==> config.mk <==
export PLATFORM = sky130hd
export DESIGN_NAME = tgt_rxq_top
export DESIGN_NICKNAME = d
export VERILOG_FILES = /design/src/rtl/tgt_rxq_pkg.sv /design/src/rtl/tgt_rxq_store.sv /design/src/rtl/tgt_rxq_events.sv /design/src/rtl/tgt_rxq_top.sv
export SDC_FILE = /design/constraint.sdc
export NUM_CORES = 1
export LEC_CHECK = 0
export BUFFER_PORTS_ARGS = -buffer_cell sky130_fd_sc_hd__buf_2
export CORE_MARGIN = 3
export CORE_UTILIZATION = 62
export CTS_CLUSTER_DIAMETER = 80
export DETAILED_ROUTE_END_ITERATION = 10
export GPL_TIMING_DRIVEN = 1
export PLACE_DENSITY_LB_ADDON = 0.15
export SYNTH_ARGS = -nofsm -noshare
export SYNTH_HDL_FRONTEND = slang
export SYNTH_SLANG_ARGS = --single-unit
==> constraint.sdc <==
create_clock -name clk -period 3.6 [get_ports clk]
set_clock_uncertainty 0.1 [all_clocks]
set_input_delay 0 -clock clk [delete_from_list [all_inputs] [get_ports clk]]
set_output_delay 0 -clock clk [all_outputs]
set_load 0.005 [all_outputs]
==> src/rtl/tgt_rxq_pkg.sv <==
package tgt_rxq_pkg;
    // Frame tag carried with every byte
    typedef enum logic [1:0] {
        TAG_EMPTY = 2'd0,
        TAG_START = 2'd1,
        TAG_DATA  = 2'd2,
        TAG_END   = 2'd3
    } frame_tag_e;

    // One stored entry: tag plus byte
    typedef struct packed {
        frame_tag_e  tag;
        logic [7:0]  data;
    } rxq_entry_t;

    localparam int RD_TAG_MSB     = 31;
    localparam int RD_TAG_LSB     = 30;
    localparam int CTRL_RX_FLUSH  = 31;
    localparam int CTRL_TX_FLUSH  = 30;
endpackage

==> src/rtl/tgt_rxq_store.sv <==
// Circular storage of tagged entries with read/write pointers and a fill
// counter. Assumes the caller only asserts do_push when room exists (or a
// pop happens in the same cycle) and do_pop only when not empty; clear wins.
module tgt_rxq_store
    import tgt_rxq_pkg::*;
#(
    parameter int DEPTH = 64,
    localparam int AW = (DEPTH > 1) ? $clog2(DEPTH) : 1,
    localparam int CW = $clog2(DEPTH + 1)
) (
    input  logic             clk,
    input  logic             rst_n,
    input  logic             do_push,
    input  logic             do_pop,
    input  logic             clear,
    input  rxq_entry_t       wr_entry,
    output rxq_entry_t       head,
    output logic [CW-1:0]    level
);
    localparam logic [AW-1:0] LAST_IDX = AW'(DEPTH - 1);

    rxq_entry_t    mem [DEPTH];
    logic [AW-1:0] wr_ptr;
    logic [AW-1:0] rd_ptr;

    // Write the incoming entry at the write pointer
    always_ff @(posedge clk) begin
        if (do_push && !clear) mem[wr_ptr] <= wr_entry;
    end

    // Advance pointers with wrap at DEPTH-1 and track the fill level
    always_ff @(posedge clk) begin
        if (!rst_n || clear) begin
            wr_ptr <= '0;
            rd_ptr <= '0;
            level  <= '0;
        end else begin
            if (do_push) wr_ptr <= (wr_ptr == LAST_IDX) ? '0 : wr_ptr + 1'b1;
            if (do_pop)  rd_ptr <= (rd_ptr == LAST_IDX) ? '0 : rd_ptr + 1'b1;
            case ({do_push, do_pop})
                2'b10:   level <= level + 1'b1;
                2'b01:   level <= level - 1'b1;
                default: level <= level;
            endcase
        end
    end

    // Present the head entry
    always_comb head = mem[rd_ptr];
endmodule

==> src/rtl/tgt_rxq_events.sv <==
// Derives the level events from the fill counter. Assumes level never
// exceeds DEPTH; a threshold of zero disables the threshold event.
module tgt_rxq_events #(
    parameter int DEPTH = 64,
    localparam int CW = $clog2(DEPTH + 1)
) (
    input  logic [CW-1:0] level,
    input  logic [CW-1:0] thld_level,
    output logic          rx_evt,
    output logic          full_evt,
    output logic          thld_evt
);
    // Compare the fill level against zero, depth and threshold
    always_comb begin
        rx_evt   = (level != '0);
        full_evt = (level == CW'(DEPTH));
        thld_evt = (thld_level != '0) && (level >= thld_level);
    end
endmodule

==> src/rtl/tgt_rxq_top.sv <==
// Tagged receive queue for the responder side of a two-wire bus. Accepts
// bytes with frame tags from the bus side, serves them through a read word,
// raises level events, records dropped pushes, and decodes flush requests
// from the control word. Assumes one push and one pop at most per cycle.
module tgt_rxq_top
    import tgt_rxq_pkg::*;
#(
    parameter int DEPTH = 64,
    localparam int CW = $clog2(DEPTH + 1)
) (
    input  logic          clk,
    input  logic          rst_n,
    input  logic          push_stb,
    input  logic [1:0]    push_tag,
    input  logic [7:0]    push_byte,
    input  logic          pop_stb,
    input  logic          ctrl_wr,
    input  logic [31:0]   ctrl_wdata,
    input  logic [CW-1:0] thld_level,
    output logic [31:0]   rd_word,
    output logic          rx_evt,
    output logic          full_evt,
    output logic          thld_evt,
    output logic          overflow,
    output logic          tx_flush
);
    logic          flush_rx;
    logic          is_empty;
    logic          is_full;
    logic          tag_ok;
    logic          pop_ok;
    logic          push_ok;
    logic          push_drop;
    logic [CW-1:0] level;
    rxq_entry_t    head;
    rxq_entry_t    wr_entry;

    // Decode control write and acceptance of push and pop
    always_comb begin
        flush_rx  = ctrl_wr && ctrl_wdata[CTRL_RX_FLUSH];
        is_empty  = (level == '0);
        is_full   = (level == CW'(DEPTH));
        tag_ok    = (push_tag != TAG_EMPTY);
        pop_ok    = pop_stb && !is_empty && !flush_rx;
        push_ok   = push_stb && tag_ok && !flush_rx && (!is_full || pop_ok);
        push_drop = push_stb && tag_ok && !flush_rx && is_full && !pop_ok;
        wr_entry  = '{tag: frame_tag_e'(push_tag), data: push_byte};
    end

    tgt_rxq_store #(.DEPTH(DEPTH)) u_store (
        .clk      (clk),
        .rst_n    (rst_n),
        .do_push  (push_ok),
        .do_pop   (pop_ok),
        .clear    (flush_rx),
        .wr_entry (wr_entry),
        .head     (head),
        .level    (level)
    );

    tgt_rxq_events #(.DEPTH(DEPTH)) u_events (
        .level      (level),
        .thld_level (thld_level),
        .rx_evt     (rx_evt),
        .full_evt   (full_evt),
        .thld_evt   (thld_evt)
    );

    // Sticky overflow, cleared only by a receive flush
    always_ff @(posedge clk) begin
        if (!rst_n || flush_rx) overflow <= 1'b0;
        else if (push_drop)     overflow <= 1'b1;
    end

    // One-cycle transmit flush request toward the neighbouring queue
    always_ff @(posedge clk) begin
        if (!rst_n) tx_flush <= 1'b0;
        else        tx_flush <= ctrl_wr && ctrl_wdata[CTRL_TX_FLUSH];
    end

    // Build the read word; all zeros when nothing is stored
    always_comb begin
        rd_word = '0;
        if (!is_empty) begin
            rd_word[RD_TAG_MSB:RD_TAG_LSB] = head.tag;
            rd_word[7:0]                   = head.data;
        end
    end
endmodule

==> flow_summary.json <==
{
  "status": "finished, final reports clean",
  "drcViolationCount": 0,
  "grt_use_met1": 0.3899,
  "pre_cts_ws_ps": 424.8,
  "gp_congestion": 0.8185,
  "worst_slack_ps": 121.3,
  "drive_above_1_share": 0.2420,
  "gr-usage-met3": 0.06580,
  "final_cell_mix": "640 x edfxtp_1, 160 x mux4_2, 90 x nor2_1",
  "synth_seq_area_share": 0.7528,
  "cts.sinks": 667,
  "synth_edf_count": 640,
  "finalCritPeriodShare": 0.9663,
  "synth_top_area_share": 0.7322,
  "leakage_nw": 9.132,
  "yosys_warnings": 0,
  "rsz0062_at_grt": "no",
  "cts-root-buf": "clkbuf_16",
  "wirelength_microns": 57960,
  "critPathMaxStageDelay_ps": 660,
  "synth.distinct_cells": 58,
  "grt_max_degree": 65,
  "power.density_nw_per_um2": 544.5,
  "post-route-util": 0.7103,
  "syn_inst": 1299,
  "hold_violations": 0,
  "finalSetupViolations": 0,
  "ir_drop_v": 0.0004011,
  "antenna_left": 0,
  "antenna_found_initial": 2,
  "end_kind": "output port",
  "cts_buffer_depth": 3,
  "grt_usage": 0.2667,
  "fp.dieH_microns": 211.8,
  "final_nets": 1466,
  "yosys_most_used_dff": "edfxtp_1",
  "crit_chain": "buf_4 -> nor2b_1 -> buf_4 -> a22o_1 -> a221oi_1 -> o22a_1 -> o21ai_0 -> buf_2",
  "ys_top_cells_by_area": "edfxtp_1 73%, mux4_2 14%, dfxtp_1 2.1%",
  "ctsHtreeMaxLevel": 3,
  "total_power_w": 0.01597,
  "netlist_area_sq_um": 26250,
  "clk_latency_ps": 590,
  "setup_tns_ps": 0,
  "rows": 74,
  "via_per_inst": 6.594,
  "timing.fmax_ghz": 0.2875,
  "synth-seq-cells": 667,
  "cp_slowest_cell": "dfxtp_1",
  "arrival_ps": 3380,
  "ios": 91,
  "cp-start-kind": "flip-flop",
  "post-route-min-period_ps": 3479,
  "cts_tree": "built",
  "drt_iter0_drc": 1497,
  "core_sq_um": 41290,
  "worstPathMaxFanout": 9,
  "dp_hpwl_microns": 35190,
  "worst_pin_slew_ps": 1310,
  "grt_overflow": 0,
  "start_util": 0.6356,
  "cp_data_required_time_ps": 3500,
  "critPathKind": "flip-flop to output port",
  "die_x_microns": 211.8,
  "cap_violations": 0,
  "drv_slew": 0,
  "crit_top_cell": "buf_4",
  "dr.pass1.iters": 8,
  "die_area_sq_um": 44840,
  "cts_setup_buffers": 0,
  "cts_buffers": 66,
  "ys_async_sr_fraction": 0,
  "vias": 13043,
  "portBuffers": 38,
  "relSlewSlack": 0.1268,
  "globalRouteMet2Util": 0.4109,
  "hp-class": "input pin to flip-flop",
  "final_common_cell": "edfxtp_1",
  "antenna-diode-count": 0,
  "synthToLayoutAreaGrowth_pct": 11.76,
  "wl_per_cell_microns": 29.30,
  "yosysTopAreaCell": "edfxtp_1",
  "grt_pass1_wl_microns": 85650,
  "busiest_layer": "met2",
  "grt_pass1_vias": 13100,
  "path_clk_slew_ps": 60,
  "avgSynthCellArea_sq_um": 20.21
}
[state kept, by name, summed over array words and instances (netlist names), named ones only]
name	flops
overflow	1
tx_flush	1
u_store.level	7
u_store.mem	640
u_store.rd_ptr	6
u_store.wr_ptr	6
[where the power goes]
group / internal (W) / leakage [nW] / switching, W / total, W
sequential: 0.00852 / 5.97 / 0.0000166 / 0.00853
clock: 0.00387 / 1.03 / 0.00278 / 0.00666
combinational: 0.000314 / 2.12 / 0.000467 / 0.000781
[cells by family after synthesis]
family	share of synthesized area
DFF	0.7528
and+or+nand+nor	0.03442
muxes	0.1434
AOI/OAI and AO/OA	0.03637
buffers and inverters	0.02112
adders and majority gates	0.007436
xor gates and xnor gates	0.004338
other	0.0001429
[final timing paths]
check | startpoint | cells after the start | to | slack (ps)
worst max-delay path | flip-flop | 8 | rd_word[0] | 120
worst min register to register | u_store.level[4] | 2 | u_store.level[4] | 410
worst min-delay path | push_tag[1] | 2 | u_store.mem[34][9] | 40
worst max register to register | u_store.level[2] | 11 | u_store.level[6] | 410
[timing repair]
item | in CTS | in global routing
hold buffers | 14 | 0
gates resized for setup | 0 | 0
endpoints found under the setup margin | 0 | 1
endpoints found under the hold margin | 82 | 0
[area by class of cell]
cell class / instances / area (sq um)
tap: 532 / 665.6
sequential: 667 / 19770
clock buffer: 90 / 1921
inverter: 12 / 45.04
fill: 2481 / 11960
clock inverter: 27 / 172.7
multi-input combinational: 554 / 6013
timing repair buffer: 96 / 748.2
[worst max-delay path: cells and delay by family, from the launching register on]
kind | cells | cell delay, ps
AOI/OAI and AO/OA | 4 | 820
buffers and inverters | 3 | 780
DFF | 1 | 660
and+or+nand+nor | 1 | 520
[layer usage]
metal	wire, microns	vias to the layer above	part of all wire
li1	-	5507	-
met1	23480	6789	0.41
met2	27650	652	0.48
met3	5510	93	0.095
met4	1309	2	0.023
met5	9	-	0.00016
[per-stage QoR]
| step | cells | hold WS [ps] | cell area (sq um) |
|---|---|---|---|
| 3_5_place_dp | 1848 | 135.9 | 27110 |
| 3_3_place_gp | 1848 | 132.7 | 27110 |
| 6_report | 1978 | 37.74 | 29330 |
| 4_1_cts | 1979 | 32.64 | 29340 |
| 5_1_grt | 1978 | 73.03 | 29330 |
| 2_1_floorplan | 1320 | -1.131 | 26330 |
[Yosys cell counts (3+ instances only)]
library cell / count
a211oi_1: 12
a21oi_1: 19
a221oi_1: 9
a22o_1: 12
a22oi_1: 8
buf_1: 9
buf_2: 17
buf_4: 35
buf_6: 4
clkbuf_1: 22
dfxtp_1: 27
edfxtp_1: 640
ha_1: 14
inv_1: 12
mux2i_1: 16
mux4_2: 160
nand2_1: 29
nand2b_1: 7
nand3_1: 12
nand3b_1: 4
nor2_1: 90
nor2b_1: 14
nor3_1: 7
o21a_1: 3
o21ai_0: 24
o221ai_1: 9
o22ai_1: 21
o31ai_1: 5
or2_2: 6
or3_1: 6
xnor2_1: 5
xor2_1: 8
Power figures use the tool's default switching activity.
